## config.mk

```make
export PLATFORM = sky130hd
export DESIGN_NAME = aux_req_framer
export DESIGN_NICKNAME = d
export VERILOG_FILES = /design/src/rtl/aux_frm_pkg.sv /design/src/rtl/aux_req_classify.sv /design/src/rtl/aux_frame_build.sv /design/src/rtl/aux_reply_parse.sv /design/src/rtl/aux_req_framer.sv
export SDC_FILE = /design/constraint.sdc
export NUM_CORES = 1
export LEC_CHECK = 0
export BUFFER_PORTS_ARGS = -buffer_cell sky130_fd_sc_hd__clkbuf_2
export CAP_MARGIN = 20
export CORE_AREA = 2 2 256 258
export DETAILED_ROUTE_END_ITERATION = 8
export DIE_AREA = 0 0 258 260
export GPL_ROUTABILITY_DRIVEN = 0
export PLACE_DENSITY = 0.42
export SYNTH_ARGS = -nofsm -noshare
export SYNTH_HDL_FRONTEND = slang
export SYNTH_SLANG_ARGS = --single-unit
export TNS_END_PERCENT = 10
```

## constraint.sdc

```tcl
create_clock -name clk -period 6.8 [get_ports clk]
set_input_delay 2.04 -clock clk [delete_from_list [all_inputs] [get_ports clk]]
set_output_delay 2.04 -clock clk [all_outputs]
set_load 0.005 [all_outputs]
```

## src/rtl/aux_frm_pkg.sv

```systemverilog
package aux_frm_pkg;

    typedef enum logic [1:0] {
        ST_OK      = 2'd0,
        ST_BADREQ  = 2'd1,
        ST_TOOBIG  = 2'd2,
        ST_NOREPLY = 2'd3
    } aux_status_e;

    localparam logic [3:0] CMD_I2C_WR  = 4'h0;
    localparam logic [3:0] CMD_I2C_RD  = 4'h1;
    localparam logic [3:0] CMD_I2C_WSU = 4'h2;
    localparam logic [3:0] CMD_NAT_WR  = 4'h8;
    localparam logic [3:0] CMD_NAT_RD  = 4'h9;
    localparam logic [3:0] CMD_CONT    = 4'h4;

    localparam logic [19:0] KEY_ADDR   = 20'h68007;

    localparam int HDR_BYTES  = 4;
    localparam int BARE_BYTES = 3;

endpackage

```

## src/rtl/aux_req_classify.sv

```systemverilog
module aux_req_classify
    import aux_frm_pkg::*;
#(
    parameter int MAX_FRAME = 20,
    parameter int SIZE_W    = 5,
    parameter int LEN_W     = 5
) (
    input  logic [3:0]        cmd,
    input  logic [19:0]       addr,
    input  logic [SIZE_W-1:0] size,
    output aux_status_e       status,
    output logic              is_write,
    output logic [LEN_W-1:0]  tx_len,
    output logic [LEN_W-1:0]  rx_expect,
    output logic              key_sel
);
    localparam int CW = ((SIZE_W > LEN_W) ? SIZE_W : LEN_W) + 2;
    localparam logic [CW-1:0] MAXF_C = CW'(MAX_FRAME);
    localparam logic [CW-1:0] HDR_C  = CW'(HDR_BYTES);
    localparam logic [CW-1:0] BARE_C = CW'(BARE_BYTES);
    localparam logic [CW-1:0] ONE_C  = CW'(1);
    localparam logic [CW-1:0] TWO_C  = CW'(2);

    logic [3:0]    kind;
    logic          wr_kind;
    logic          rd_kind;
    logic [CW-1:0] sz_ext;
    logic [CW-1:0] snd_len;
    logic [CW-1:0] exp_len;
    logic          oversize;

    always_comb begin
        kind    = cmd & ~CMD_CONT;
        wr_kind = (kind == CMD_NAT_WR) || (kind == CMD_I2C_WR) || (kind == CMD_I2C_WSU);
        rd_kind = (kind == CMD_NAT_RD) || (kind == CMD_I2C_RD);
        sz_ext  = CW'(size);

        if (size == '0) begin
            snd_len = BARE_C;
        end else if (wr_kind) begin
            snd_len = HDR_C + sz_ext;
        end else begin
            snd_len = HDR_C;
        end

        exp_len  = wr_kind ? TWO_C : (sz_ext + ONE_C);
        oversize = (wr_kind && (snd_len > MAXF_C)) || (rd_kind && (exp_len > MAXF_C));

        if (!wr_kind && !rd_kind) begin
            status = ST_BADREQ;
        end else if (oversize) begin
            status = ST_TOOBIG;
        end else begin
            status = ST_OK;
        end

        is_write  = wr_kind;
        tx_len    = LEN_W'(snd_len);
        rx_expect = LEN_W'(exp_len);
        key_sel   = (kind == CMD_NAT_WR) && (addr == KEY_ADDR);
    end

endmodule

```

## src/rtl/aux_frame_build.sv

```systemverilog
module aux_frame_build
    import aux_frm_pkg::*;
#(
    parameter int MAX_FRAME = 20,
    parameter int SIZE_W    = 5,
    parameter int LEN_W     = 5
) (
    input  logic [3:0]                         cmd,
    input  logic [19:0]                        addr,
    input  logic [SIZE_W-1:0]                  size,
    input  logic [LEN_W-1:0]                   tx_len,
    input  logic [(MAX_FRAME-HDR_BYTES)*8-1:0] payload,
    output logic [MAX_FRAME*8-1:0]             frame
);
    logic [7:0] size_m1;

    always_comb begin
        size_m1 = 8'(size) - 8'd1;
    end

    for (genvar i = 0; i < MAX_FRAME; i++) begin : g_byte
        logic [7:0] raw;
        always_comb begin
            if (i == 0) begin
                raw = {cmd, addr[19:16]};
            end else if (i == 1) begin
                raw = addr[15:8];
            end else if (i == 2) begin
                raw = addr[7:0];
            end else if (i == 3) begin
                raw = size_m1;
            end else begin
                raw = payload[((i >= HDR_BYTES) ? (i - HDR_BYTES) : 0)*8 +: 8];
            end
            frame[i*8 +: 8] = (LEN_W'(i) < tx_len) ? raw : 8'h00;
        end
    end

endmodule

```

## src/rtl/aux_reply_parse.sv

```systemverilog
module aux_reply_parse
    import aux_frm_pkg::*;
#(
    parameter int MAX_FRAME = 20,
    parameter int SIZE_W    = 5,
    parameter int LEN_W     = 5
) (
    input  logic [MAX_FRAME*8-1:0]     rx_frame,
    input  logic [LEN_W-1:0]           rx_len,
    input  logic [LEN_W-1:0]           rx_expect,
    input  logic                       is_write,
    input  logic [SIZE_W-1:0]          size,
    output aux_status_e                status,
    output logic [3:0]                 reply,
    output logic [LEN_W-1:0]           count,
    output logic [(MAX_FRAME-1)*8-1:0] data
);
    logic [LEN_W-1:0] eff;
    logic [7:0]       wr_cnt;
    logic [7:0]       size8;

    always_comb begin
        eff   = (rx_len > rx_expect) ? rx_expect : rx_len;
        size8 = 8'(size);

        if (eff >= LEN_W'(2)) begin
            wr_cnt = (rx_frame[15:8] > size8) ? size8 : rx_frame[15:8];
        end else begin
            wr_cnt = size8;
        end

        if (eff == '0) begin
            status = ST_NOREPLY;
            reply  = 4'h0;
            count  = '0;
        end else begin
            status = ST_OK;
            reply  = rx_frame[7:4];
            count  = is_write ? LEN_W'(wr_cnt) : (eff - LEN_W'(1));
        end
    end

    for (genvar j = 0; j < MAX_FRAME-1; j++) begin : g_out
        always_comb begin
            if (!is_write && (LEN_W'(j + 1) < eff)) begin
                data[j*8 +: 8] = rx_frame[(j+1)*8 +: 8];
            end else begin
                data[j*8 +: 8] = 8'h00;
            end
        end
    end

endmodule

```

## src/rtl/aux_req_framer.sv

```systemverilog
module aux_req_framer
    import aux_frm_pkg::*;
#(
    parameter int MAX_FRAME = 20,
    parameter int SIZE_W    = 5,
    localparam int LEN_W    = $clog2(MAX_FRAME + 1),
    localparam int PAY_W    = (MAX_FRAME - HDR_BYTES) * 8,
    localparam int FRM_W    = MAX_FRAME * 8,
    localparam int DAT_W    = (MAX_FRAME - 1) * 8
) (
    input  logic              clk,
    input  logic              rst_n,
    input  logic              req_valid,
    input  logic [3:0]        req_cmd,
    input  logic [19:0]       req_addr,
    input  logic [SIZE_W-1:0] req_size,
    input  logic [PAY_W-1:0]  req_payload,
    output logic              busy,
    output logic              seq_start,
    output logic [FRM_W-1:0]  tx_frame,
    output logic [LEN_W-1:0]  tx_len,
    output logic [LEN_W-1:0]  rx_expect,
    output logic              key_sel,
    input  logic              seq_done,
    input  logic [FRM_W-1:0]  rx_frame,
    input  logic [LEN_W-1:0]  rx_len,
    output logic              rsp_valid,
    output logic [1:0]        rsp_status,
    output logic [3:0]        rsp_reply,
    output logic [LEN_W-1:0]  rsp_count,
    output logic [DAT_W-1:0]  rsp_data
);

    typedef struct packed {
        logic              busy;
        logic              start;
        logic              rsp_valid;
        aux_status_e       status;
        logic [3:0]        reply;
        logic [LEN_W-1:0]  count;
        logic [DAT_W-1:0]  data;
        logic [FRM_W-1:0]  frame;
        logic [LEN_W-1:0]  tx_len;
        logic [LEN_W-1:0]  rx_expect;
        logic              key;
        logic              is_write;
        logic [SIZE_W-1:0] size;
    } ctl_t;

    ctl_t st_d, st_q;

    aux_status_e      cls_status;
    logic             cls_write;
    logic [LEN_W-1:0] cls_tx_len;
    logic [LEN_W-1:0] cls_rx_exp;
    logic             cls_key;
    logic [FRM_W-1:0] bld_frame;
    aux_status_e      prs_status;
    logic [3:0]       prs_reply;
    logic [LEN_W-1:0] prs_count;
    logic [DAT_W-1:0] prs_data;

    aux_req_classify #(
        .MAX_FRAME (MAX_FRAME),
        .SIZE_W    (SIZE_W),
        .LEN_W     (LEN_W)
    ) u_classify (
        .cmd       (req_cmd),
        .addr      (req_addr),
        .size      (req_size),
        .status    (cls_status),
        .is_write  (cls_write),
        .tx_len    (cls_tx_len),
        .rx_expect (cls_rx_exp),
        .key_sel   (cls_key)
    );

    aux_frame_build #(
        .MAX_FRAME (MAX_FRAME),
        .SIZE_W    (SIZE_W),
        .LEN_W     (LEN_W)
    ) u_build (
        .cmd     (req_cmd),
        .addr    (req_addr),
        .size    (req_size),
        .tx_len  (cls_tx_len),
        .payload (req_payload),
        .frame   (bld_frame)
    );

    aux_reply_parse #(
        .MAX_FRAME (MAX_FRAME),
        .SIZE_W    (SIZE_W),
        .LEN_W     (LEN_W)
    ) u_parse (
        .rx_frame  (rx_frame),
        .rx_len    (rx_len),
        .rx_expect (st_q.rx_expect),
        .is_write  (st_q.is_write),
        .size      (st_q.size),
        .status    (prs_status),
        .reply     (prs_reply),
        .count     (prs_count),
        .data      (prs_data)
    );

    always_comb begin
        st_d           = st_q;
        st_d.start     = 1'b0;
        st_d.rsp_valid = 1'b0;

        if (!st_q.busy) begin
            if (req_valid) begin
                if (cls_status != ST_OK) begin
                    st_d.rsp_valid = 1'b1;
                    st_d.status    = cls_status;
                    st_d.reply     = 4'h0;
                    st_d.count     = '0;
                    st_d.data      = '0;
                end else begin
                    st_d.busy      = 1'b1;
                    st_d.start     = 1'b1;
                    st_d.frame     = bld_frame;
                    st_d.tx_len    = cls_tx_len;
                    st_d.rx_expect = cls_rx_exp;
                    st_d.key       = cls_key;
                    st_d.is_write  = cls_write;
                    st_d.size      = req_size;
                end
            end
        end else if (seq_done) begin
            st_d.busy      = 1'b0;
            st_d.rsp_valid = 1'b1;
            st_d.status    = prs_status;
            st_d.reply     = prs_reply;
            st_d.count     = prs_count;
            st_d.data      = prs_data;
        end
    end

    always_ff @(posedge clk) begin
        if (!rst_n) begin
            st_q <= '0;
        end else begin
            st_q <= st_d;
        end
    end

    assign busy       = st_q.busy;
    assign seq_start  = st_q.start;
    assign tx_frame   = st_q.frame;
    assign tx_len     = st_q.tx_len;
    assign rx_expect  = st_q.rx_expect;
    assign key_sel    = st_q.key;
    assign rsp_valid  = st_q.rsp_valid;
    assign rsp_status = st_q.status;
    assign rsp_reply  = st_q.reply;
    assign rsp_count  = st_q.count;
    assign rsp_data   = st_q.data;


    start_in_flight_chk: assert property (@(posedge clk) disable iff (!rst_n)
        seq_start |-> busy);


    held_while_busy_chk: assert property (@(posedge clk) disable iff (!rst_n)
        (busy && $past(busy)) |-> ($stable(tx_frame) && $stable(tx_len)
                                   && $stable(rx_expect) && $stable(key_sel)));


    rsp_single_pulse_chk: assert property (@(posedge clk) disable iff (!rst_n)
        rsp_valid |=> !rsp_valid);


    reject_no_launch_chk: assert property (@(posedge clk) disable iff (!rst_n)
        (rsp_valid && (rsp_status == ST_BADREQ || rsp_status == ST_TOOBIG)) |-> !$past(busy));


    key_frame_match_chk: assert property (@(posedge clk) disable iff (!rst_n)
        (busy && key_sel) |-> (((tx_frame[7:4] & 4'hB) == 4'h8) && (tx_frame[3:0] == 4'h6)
                               && (tx_frame[15:8] == 8'h80) && (tx_frame[23:16] == 8'h07)));


    send_len_range_chk: assert property (@(posedge clk) disable iff (!rst_n)
        busy |-> ((tx_len >= LEN_W'(BARE_BYTES)) && (tx_len <= LEN_W'(MAX_FRAME))));


    count_bound_chk: assert property (@(posedge clk) disable iff (!rst_n)
        rsp_valid |-> (rsp_count < LEN_W'(MAX_FRAME)));

endmodule

```

==> summary.txt <==
Run status
  • Status: finished clean

Timing
  • Final setup viols: 0
  • Hold WS: 0.452 ns
  • Hold Vio Cnt, Final: 0
  • Min cycle time layout: 4.95 ns
  • Final Cycle Share: 72.8%
  • Fmax: 0.202 GHz
  • TNS Setup: 0 ns
  • RSZ-0062 raised after global routing: false
  • Least-Margin Pin Slew: 1.06 ns
  • Slew margin rel.: 27.6%
  • Max-slew violation count: 0
  • Final Skew: 0.0246 ns

Detailed routing
  • Via total after detailed routing: 12,300
  • Avg Vias per Cell: 4.42
  • DRT Pass-1 Iters: 5
  • Residual DRC: 0
  • Routed wire per std cell: 19.3 um
  • WL final: 53,400 um
  • Routed Antenna Nets: 0
  • Iter 0 DRT Violations: 599

Finish
  • Layout fillers: 6,901
  • FF/Latch Area: 6830 sq um
  • Ratio of cells with drive above 1 in the final layout: 39.9%
  • Layout area overhead: 20.7%
  • Total Nets Final: 2,230
  • Area of the multi-input gates: 5250 sq um

CTS
  • Setup repair bufs after CTS: 0
  • Hold Buf Count CTS: 0
  • Clock root buffer: clkbuf_16
  • Clk sinks: 341
  • Worst-Skew Late Latency: 0.57 ns
  • CTS Buf Count: 42
  • CTS tree: yes
  • Htree depth: 2
  • Worst-case clock buffer depth: 3
  • Post-CTS sizing: 0
  • Clk slew on worst S/H paths: 0.06 ns

Power and ir drop
  • Switching Share: 25.9%
  • Int Pwr: 3560 uW
  • Comb power frac: 10.8%
  • Static Leak: 0.00806 uW
  • Peak supply drop: 0.155 mV
  • Portion of total power attributed to the clock network: 45.8%
  • Psw: 1240 uW
  • Power density cells: 267 nW/um^2
  • Flop pwr share: 43.4%

GRT
  • Largest net degree at the start of global routing: 95
  • First-pass GRT wire length: 76,600 um
  • Initial antenna violation count: 1
  • Vias in the first global route: 12,100
  • Tot GR Track Use: 14.9%
  • Remaining global-route overflow: 0

Place
  • Post-DP HPWL: 41,200 um
  • IO buf count: 658

Logic synthesis
  • Syn_nets: 1,919
  • Synth cell types: 67
  • Sequential share of the synthesized area: 45.7%
  • Most frequent cell after synthesis: dfxtp_1
  • Post-synth EDFFs: 0
  • Synth top area cells: dfxtp_1 46%, buf_4 17%, a22o_1 11%
  • Syn_area_per_cell: 9.49 sq um
  • Synth warnings: 0
  • Post-Synthesis Cells: 1,574
  • Synth Cell Area: 14,900 sq um
  • Synth async-reset ratio: 0%
  • Cell taking the most area after synthesis: dfxtp_1
  • Main synth FF type: dfxtp_1
  • Post-synth top cells: 341 x dfxtp_1, 335 x buf_4, 183 x a22o_1
  • Yosys reg bits: 341
  • Synth top area share: 45.7%

Job
  • Max cap viols: 0

Min path
  • Worst hold path depth: 2
  • Hold_sp: tx_frame[12]
  • Min-Delay Path Class: flop to flop
  • Hold endpoint: tx_frame[12]

Die
  • Total die area: 67,100 sq um
  • Die H: 260 um
  • # rows: 93
  • Starting Density: 23.3%
  • Io pins: 663
  • Core area: 64,100 sq um
  • Die X: 258 um

Worst setup path
  • Critical Path AT: 5.43 ns
  • R2R Setup Slk: 2.77 ns
  • RR Startpoint: rx_expect[1]
  • Worst setup SP type: input pin
  • Worst Reg-to-Reg Cells: 12
  • Critical Path Fanout Max: 11
  • Crit end category: flop
  • Critical Path RT: 7.28 ns
  • R2R Path End: rsp_count[0]
  • Critical path type: input pin to flop
[how the worst max path moves through the flow]
| stage | startpoint | to | slack (ns) |
|---|---|---|---|
| 2_1_floorplan | rx_len[1] | rsp_count[3] | 2.24 |
| 3_3_place_gp | rx_len[1] | rsp_count[0] | 1.28 |
| 3_5_place_dp | rx_len[1] | rsp_count[0] | 1.25 |
| 4_1_cts | rx_len[1] | rsp_count[0] | 1.86 |
| 5_1_grt | rx_len[1] | rsp_count[0] | 1.54 |
| 6_report | rx_len[1] | rsp_count[0] | 1.85 |
[cell type report]
class / instances / area share, %
Antenna cell: 1 / 0.0139
Sequential cell: 341 / 37.9
Inverter: 20 / 0.431
Tap cell: 855 / 5.94
Clock inverter: 15 / 0.604
Multi-Input combinational cell: 805 / 29.2
Clock buffer: 61 / 6.92
Timing Repair Buffer: 675 / 19.1
[critical path, cell delays in order]
cell,delay (ns)
clkbuf_2,0.13
ha_1,0.32
nor2b_1,0.13
o21ai_0,0.10
a21oi_1,0.33
nand2_1,0.37
o21ai_1,0.52
inv_1,0.13
ha_1,0.27
a311oi_2,0.70
o21ai_0,0.19
o2bb2ai_1,0.17
[through the flow]
step	power, uW	util (%)	area [sq um]	worst slack, ns	instances
after floorplan	2440	-	14900	2.24	1574
after CTS	4900	28.1	18000	1.86	2770
after detailed placement	2650	26.0	16600	1.25	2694
after global routing	5020	28.1	18000	1.54	2773
after global placement	2650	26.0	16600	1.28	2694
final	4800	28.1	18000	1.85	2773
[power groups by stage]
stage	clock network [uW]	logic, uW	registers (uW)
3_3_place_gp	0	519	2130
3_5_place_dp	0	524	2130
4_1_cts	2290	526	2090
5_1_grt	2360	570	2090
2_1_floorplan	0	328	2120
6_report	2200	516	2090
[state kept, by name (all words and copies together) (netlist names)]
register / count
tx_frame: 158
rsp_data: 152
st_q: 6
rsp_count: 5
rx_expect: 5
tx_len: 5
rsp_reply: 4
rsp_status: 2
busy: 1
key_sel: 1
rsp_valid: 1
seq_start: 1
[cells in the final DEF, fill, tap and decap left out, drive strengths merged, types with 5 or more instances in the layout]
master / n
clkbuf: 719
dfxtp: 341
a22o: 183
nand2: 115
nor2: 101
a21oi: 101
nand3: 71
a22oi: 56
inv: 21
ha: 19
nor3: 19
buf: 17
o21ai: 13
a2bb2oi: 11
clkinv: 11
a31oi: 9
a32o: 8
mux2i: 6
nor2b: 5
o21a: 5
nand2b: 5
xnor2: 5
nor4: 5
[kinds of logic (layout without fill, tap and decap cells)]
logic type	after synthesis	count (layout)	share of synthesized area (%)
AO/OA/AOI/OAI	425	425	21.9
multiplexers	9	9	0.629
other	0	1	0
adder cells (fa/ha/maj)	19	19	1.59
flip-flops	341	341	45.7
XOR/XNOR	8	8	0.469
buffers and inverters	428	771	19.3
AND/OR/NAND/NOR	344	344	10.3
[metal layers]
layer	share of wire [%]	up-vias	global-route usage (%)
li1	-	5895	-
met1	38	5779	16.3
met2	50	511	26.4
met3	8.2	84	4.80
met4	3.5	0	6.04
met5	0	-	0
(Power assumes the default switching activity.)
